==> src/rtl/tx100_pkg.sv <==
package tx100_pkg;
  localparam int NIB_W = 4;
  localparam int GRP_W = 5;

  typedef logic [GRP_W-1:0] grp_t;

  localparam grp_t CG_I = 5'b11111;
  localparam grp_t CG_J = 5'b11000;
  localparam grp_t CG_K = 5'b10001;
  localparam grp_t CG_T = 5'b01101;
  localparam grp_t CG_R = 5'b00111;
  localparam grp_t CG_H = 5'b00100;

  typedef enum logic [1:0] {FR_IDLE, FR_SEC_K, FR_DATA, FR_SEC_R} frame_st_e;

  function automatic grp_t nib_to_grp(input logic [NIB_W-1:0] n);
    unique case (n)
      4'h0: return 5'b11110;
      4'h1: return 5'b01001;
      4'h2: return 5'b10100;
      4'h3: return 5'b10101;
      4'h4: return 5'b01010;
      4'h5: return 5'b01011;
      4'h6: return 5'b01110;
      4'h7: return 5'b01111;
      4'h8: return 5'b10010;
      4'h9: return 5'b10011;
      4'hA: return 5'b10110;
      4'hB: return 5'b10111;
      4'hC: return 5'b11010;
      4'hD: return 5'b11011;
      4'hE: return 5'b11100;
      default: return 5'b11101;
    endcase
  endfunction
endpackage

==> src/rtl/tx100_group_enc.sv <==
module tx100_group_enc
  import tx100_pkg::*;
(
  input  logic             clk_i,
  input  logic             rst_ni,
  input  logic             take_i,
  input  logic [NIB_W-1:0] txd_i,
  input  logic             txen_i,
  input  logic             txer_i,
  output grp_t             grp_o
);
  frame_st_e st_q, st_d;

  always_comb begin
    st_d  = st_q;
    grp_o = CG_I;
    unique case (st_q)
      FR_IDLE: if (txen_i) begin
        grp_o = CG_J;
        st_d  = FR_SEC_K;
      end
      FR_SEC_K: begin
        grp_o = CG_K;
        st_d  = FR_DATA;
      end
      FR_DATA: if (txen_i) begin
        grp_o = txer_i ? CG_H : nib_to_grp(txd_i);
      end else begin
        grp_o = CG_T;
        st_d  = FR_SEC_R;
      end
      default: begin
        grp_o = CG_R;
        st_d  = FR_IDLE;
      end
    endcase
  end

  always_ff @(posedge clk_i or negedge rst_ni)
    if (!rst_ni) st_q <= FR_IDLE;
    else if (take_i) st_q <= st_d;

  AST_K_AFTER_J: assert property (@(posedge clk_i) disable iff (!rst_ni)
    (take_i && grp_o == CG_J) |=> (grp_o == CG_K));
  AST_R_AFTER_T: assert property (@(posedge clk_i) disable iff (!rst_ni)
    (take_i && grp_o == CG_T) |=> (grp_o == CG_R));
endmodule

==> src/rtl/tx100_serializer.sv <==
module tx100_serializer #(
  parameter int GRP_W = 5,
  parameter logic [GRP_W-1:0] RST_GRP = '1
) (
  input  logic             clk_i,
  input  logic             rst_ni,
  input  logic             bit_en_i,
  input  logic [GRP_W-1:0] grp_i,
  output logic             take_o,
  output logic             bit_o
);
  localparam int SLOT_W = $clog2(GRP_W);
  localparam logic [SLOT_W-1:0] LAST = SLOT_W'(GRP_W - 1);

  logic [SLOT_W-1:0] slot_q;
  logic [GRP_W-1:0]  sh_q;

  assign take_o = bit_en_i && (slot_q == LAST);
  assign bit_o  = sh_q[GRP_W-1];

  always_ff @(posedge clk_i or negedge rst_ni)
    if (!rst_ni) begin
      slot_q <= '0;
      sh_q   <= RST_GRP;
    end else if (bit_en_i) begin
      if (take_o) begin
        slot_q <= '0;
        sh_q   <= grp_i;
      end else begin
        slot_q <= slot_q + 1'b1;
        sh_q   <= {sh_q[GRP_W-2:0], 1'b0};
      end
    end

  AST_TAKE_SPACED: assert property (@(posedge clk_i) disable iff (!rst_ni)
    take_o |=> !take_o);
  AST_MSB_FIRST: assert property (@(posedge clk_i) disable iff (!rst_ni)
    take_o |=> (bit_o == $past(grp_i[GRP_W-1])));
endmodule

==> src/rtl/tx100_scrambler.sv <==
module tx100_scrambler #(
  parameter int LFSR_W = 11,
  parameter int TAP    = 9,
  parameter logic [LFSR_W-1:0] SEED = '1
) (
  input  logic clk_i,
  input  logic rst_ni,
  input  logic adv_i,
  output logic key_o
);
  logic [LFSR_W-1:0] lfsr_q;

  // lfsr_q[k] holds X[n-1-k]
  assign key_o = lfsr_q[LFSR_W-1] ^ lfsr_q[TAP-1];

  always_ff @(posedge clk_i or negedge rst_ni)
    if (!rst_ni) lfsr_q <= SEED;
    else if (adv_i) lfsr_q <= {lfsr_q[LFSR_W-2:0], key_o};

  AST_LFSR_NONZERO: assert property (@(posedge clk_i) disable iff (!rst_ni)
    lfsr_q != '0);
endmodule

==> src/rtl/tx100_line_coder.sv <==
module tx100_line_coder (
  input  logic       clk_i,
  input  logic       rst_ni,
  input  logic       bit_en_i,
  input  logic       fiber_i,
  input  logic       line_bit_i,
  output logic       sym_en_o,
  output logic [1:0] mlt3_o,
  output logic       nrzi_o
);
  logic [1:0] phase_q;

  always_ff @(posedge clk_i or negedge rst_ni)
    if (!rst_ni) begin
      phase_q  <= '0;
      nrzi_o   <= 1'b0;
      sym_en_o <= 1'b0;
    end else begin
      sym_en_o <= bit_en_i;
      if (fiber_i) begin
        phase_q <= '0;
        if (bit_en_i) nrzi_o <= nrzi_o ^ line_bit_i;
      end else if (bit_en_i) begin
        phase_q <= phase_q + {1'b0, line_bit_i};
      end
    end

  always_comb
    unique case (phase_q)
      2'd1:    mlt3_o = 2'b01;
      2'd3:    mlt3_o = 2'b11;
      default: mlt3_o = 2'b00;
    endcase

  AST_NO_JUMP_UP: assert property (@(posedge clk_i) disable iff (!rst_ni)
    (mlt3_o == 2'b11) |=> (mlt3_o != 2'b01));
  AST_NO_JUMP_DN: assert property (@(posedge clk_i) disable iff (!rst_ni)
    (mlt3_o == 2'b01) |=> (mlt3_o != 2'b11));
  AST_FIBER_MLT3_ZERO: assert property (@(posedge clk_i) disable iff (!rst_ni)
    fiber_i |=> (mlt3_o == 2'b00));
  AST_COPPER_NRZI_HOLD: assert property (@(posedge clk_i) disable iff (!rst_ni)
    !fiber_i |=> $stable(nrzi_o));
  AST_IDLE_SLOT_HOLD: assert property (@(posedge clk_i) disable iff (!rst_ni)
    !bit_en_i |=> ($stable(mlt3_o) && $stable(nrzi_o) && !sym_en_o));
endmodule

==> src/rtl/tx100_coder.sv <==
module tx100_coder
  import tx100_pkg::*;
#(
  parameter int LFSR_W = 11,
  parameter int TAP    = 9,
  parameter logic [LFSR_W-1:0] SEED = '1
) (
  input  logic             clk_i,
  input  logic             rst_ni,
  input  logic             bit_en_i,
  input  logic             fiber_i,
  input  logic [NIB_W-1:0] txd_i,
  input  logic             txen_i,
  input  logic             txer_i,
  output logic             txd_take_o,
  output logic             sym_en_o,
  output logic [1:0]       mlt3_o,
  output logic             nrzi_o
);
  grp_t grp;
  logic code_bit, key, line_bit;

  tx100_group_enc u_enc (
    .clk_i, .rst_ni,
    .take_i(txd_take_o),
    .txd_i, .txen_i, .txer_i,
    .grp_o(grp)
  );

  tx100_serializer #(.GRP_W(GRP_W), .RST_GRP(CG_I)) u_ser (
    .clk_i, .rst_ni, .bit_en_i,
    .grp_i(grp),
    .take_o(txd_take_o),
    .bit_o(code_bit)
  );

  tx100_scrambler #(.LFSR_W(LFSR_W), .TAP(TAP), .SEED(SEED)) u_scr (
    .clk_i, .rst_ni,
    .adv_i(bit_en_i),
    .key_o(key)
  );

  assign line_bit = fiber_i ? code_bit : (code_bit ^ key);

  tx100_line_coder u_line (
    .clk_i, .rst_ni, .bit_en_i, .fiber_i,
    .line_bit_i(line_bit),
    .sym_en_o, .mlt3_o, .nrzi_o
  );
endmodule

==> config.mk <==
export PLATFORM = sky130hd
export DESIGN_NAME = tx100_coder
export DESIGN_NICKNAME = d
export VERILOG_FILES = /design/src/rtl/tx100_pkg.sv /design/src/rtl/tx100_group_enc.sv /design/src/rtl/tx100_serializer.sv /design/src/rtl/tx100_scrambler.sv /design/src/rtl/tx100_line_coder.sv /design/src/rtl/tx100_coder.sv
export SDC_FILE = /design/constraint.sdc
export NUM_CORES = 1
export LEC_CHECK = 0
export BUFFER_PORTS_ARGS = -buffer_cell sky130_fd_sc_hd__clkbuf_2
export CORE_MARGIN = 2
export CORE_UTILIZATION = 35
export DETAILED_ROUTE_END_ITERATION = 12
export SETUP_SLACK_MARGIN = 0.2
export SYNTH_ARGS = -nofsm -noshare
export SYNTH_HDL_FRONTEND = slang
export SYNTH_HIERARCHICAL = 1
export SYNTH_SLANG_ARGS = --single-unit
==> constraint.sdc <==
create_clock -name clk_i -period 3 [get_ports clk_i]
set_clock_uncertainty 0.15 [all_clocks]
set_input_delay 0.6 -clock clk_i [delete_from_list [all_inputs] [get_ports clk_i]]
set_output_delay 0.6 -clock clk_i [all_outputs]
set_load 0.02 [all_outputs]
==> flow_summary.json <==
{
  "max_slew_margin_pct": 60.5,
  "clkTransAtPathRegs_ns": 0.08,
  "dr.first_iter.drc_count": 23,
  "grt_start_max_net_pins": 33,
  "arrival_ns": 1.69,
  "port_buffers": 14,
  "grt_first_pass_wirelength_mm": 4.26,
  "track_usage_pct": 12.4,
  "route.detailed.drc": 0,
  "p_sw_share_pct": 35.2,
  "pwr-share-clk_pct": 18.6,
  "rsz0062_at_grt": "no",
  "initial_utilization_pct": 36.0,
  "grt_pass1_vias": 976,
  "p_int_w": 0.000671,
  "clk_path_buf_depth": 2,
  "antenna_found_initial": 0,
  "drive_above_1_share_pct": 36.0,
  "final_max_slew_viol_count": 0,
  "p_sw_w": 0.000364,
  "p_per_area_mw_per_mm2": 664,
  "final_common_cell": "dfstp_2",
  "cts_resized": 0,
  "worstPathRequired_ns": 2.25,
  "r2r_slack_ns": 1.08,
  "fp.dieArea_mm2": 0.00461,
  "irDropWorstVdd_mv": 0.244,
  "grt-ovfl-total": 0,
  "setup_tns_ns": 0,
  "r2r_end": "u_enc/st_q[0]",
  "placed_cell_area_mm2": 0.00151,
  "wire_per_inst_um": 13.8,
  "hold_buffers": 0,
  "crit_path_max_incr_delay_ns": 0.40,
  "hold_path_class": "in -> async",
  "synth_nets": 140,
  "placeableCoreArea_mm2": 0.00397,
  "synth-seq-area-share_pct": 45.1,
  "stdcell_area_mm2": 0.00156,
  "routed_wl_mm": 2.57,
  "place.detailed.hpwl_mm": 1.89,
  "cp_num_buf_inv": 2,
  "synthCells": 123,
  "row_count": 23,
  "layout_common_cells": "dfstp_2, clkbuf_2, mux2_4",
  "worstSetupEndpointType": "primary output",
  "crit_slowest_cell": "ha_1",
  "ios": 15,
  "cp_top_family": "adder cells",
  "drt.antenna.violating_nets": 0,
  "firstDrtPassIters": 4,
  "period_share_pct": 81.4,
  "numCtsBuffers": 3,
  "die_h_um": 67.9,
  "worstSkewPairLatency_ns": 0.26,
  "avgSynthCellArea_um2": 11.6,
  "cp-start-kind": "flip-flop",
  "cap_violations": 0,
  "r2r_cells": 6,
  "insertedDiodeCount": 0,
  "crit_chain": "inv_1 > ha_1 > and3_1 > clkbuf_2",
  "leakagePower_nw": 0.720,
  "cts_tree": "done",
  "gp_congestion": 0.834,
  "worst_pin_slew_ns": 0.593,
  "htree_levels": 1,
  "cts.sinks": 25,
  "synth.distinct_cells": 40,
  "period_needed_ns": 2.44,
  "syn_to_final_growth_pct": 9.01,
  "synth_area_mm2": 0.00143,
  "finalHoldViolCount": 0,
  "cp_max_fo": 12,
  "fin_nets": 154,
  "comb_power_share_pct": 35.8,
  "status": "complete, no violations",
  "post_cts_buffers": 0,
  "fmax_ghz": 0.409,
  "sequentialPowerShare_pct": 45.6,
  "fillers": 395,
  "num_vias": 960,
  "path_class": "reg -> out",
  "yosys_warnings": 6,
  "die_w_um": 67.9,
  "reg2reg_from": "u_ser/slot_q[0]",
  "ys_ff_latch": 25,
  "finalSetupViolations": 0,
  "cts_root_buffer": "clkbuf_8",
  "via_per_inst": 5.16
}
logic make-up after synthesis:
| family | after synthesis | share of synthesized area (%) |
|---|---|---|
| flip-flops | 25 | 45.1 |
| multiplexers | 14 | 13.4 |
| buffers and inverters | 14 | 6.04 |
| AND/OR/NAND/NOR | 31 | 12.3 |
| adder cells (fa/ha/maj) | 7 | 6.12 |
| AO/OA/AOI/OAI | 29 | 14.6 |
| XOR/XNOR | 3 | 2.36 |
sequential cells by signal, indices dropped and copies added (netlist names):
signal           count
u_enc/st_q           2
u_line/nrzi_o        1
u_line/phase_q       2
u_line/sym_en_o      1
u_scr/lfsr_q        11
u_ser/sh_q           5
u_ser/slot_q         3
worst max-delay path by stage:
stage,to,from,slack [ns],cells past startpoint
floorplan,txd_take_o,u_ser/slot_q[0],1.16,4
global placement,txd_take_o,u_ser/slot_q[0],0.93,4
detailed placement,txd_take_o,u_ser/slot_q[0],0.87,4
CTS,txd_take_o,u_ser/slot_q[0],0.56,4
global route,txd_take_o,u_ser/slot_q[0],0.46,4
finish,txd_take_o,u_ser/slot_q[0],0.56,4
per-stage QoR:
stage               hold WS, ns  util [%]  cells  setup slack [ns]  total power, W
detailed placement        0.321      38.1    182             0.867        0.000845
global route              0.213      39.3    186             0.459         0.00112
global placement          0.305      38.1    182             0.932        0.000821
finish                    0.177      39.3    186             0.558         0.00104
CTS                       0.190      39.3    186             0.560         0.00105
floorplan                 0.154         -    123              1.16        0.000772
power by group through the flow:
stage / clock network (W) / logic [W] / registers [W]
after floorplan: 0 / 0.000309 / 0.000463
after global placement: 0 / 0.000349 / 0.000472
after detailed placement: 0 / 0.000368 / 0.000477
after CTS: 0.000206 / 0.000369 / 0.000473
after global routing: 0.000217 / 0.000420 / 0.000482
final: 0.000192 / 0.000371 / 0.000472
cells in the mapped netlist:
master,count,area (um2)
buf_4,1,7.51
o21bai_1,1,7.51
o21ai_0,6,30.0
a31o_2,1,8.76
nand4_1,1,6.26
nand2b_4,1,13.8
o41ai_1,1,8.76
mux2_1,1,11.3
xnor2_2,1,16.3
a221oi_1,1,8.76
and2_1,2,12.5
nand3_1,7,35.0
ha_1,7,87.6
mux2_4,10,150
nand2_1,2,7.51
a211oi_1,1,7.51
clkbuf_1,1,3.75
nor4bb_1,1,10.0
dfstp_2,16,420
nor2_1,8,30.0
inv_2,1,3.75
o31ai_1,1,7.51
a21oi_1,4,20.0
xor2_1,1,8.76
dfrtp_1,9,225
mux2i_1,3,30.0
nor2b_1,2,12.5
a21bo_2,1,10.0
inv_1,7,26.3
nand3b_1,2,15.0
a31oi_1,4,25.0
and4bb_1,1,12.5
a21bo_1,5,50.1
xnor2_1,1,8.76
a22o_1,1,8.76
o221ai_1,1,8.76
buf_6,4,45.0
nor3_1,3,15.0
a21o_1,1,7.51
and3_1,1,6.26
layout make-up:
type	instances	area (um2)	area share (%)
clock buffers	4	45.0	2.89
inverters	8	30.0	1.93
multi-input cells	84	698	44.8
flip-flops and latches	25	646	41.4
well taps	50	62.6	4.01
repair buffers	15	77.6	4.98
metal layers:
layer | part of all wire (%) | vias up | routed length [um] | global-route usage (%)
li1 | - | 460 | - | -
met1 | 47 | 472 | 1210 | 15.0
met2 | 48 | 22 | 1230 | 20.6
met3 | 3.0 | 6 | 76 | 2.63
met4 | 2.3 | 0 | 59 | 6.50
met5 | 0 | - | 0 | 0
(Power assumes the default switching activity.)
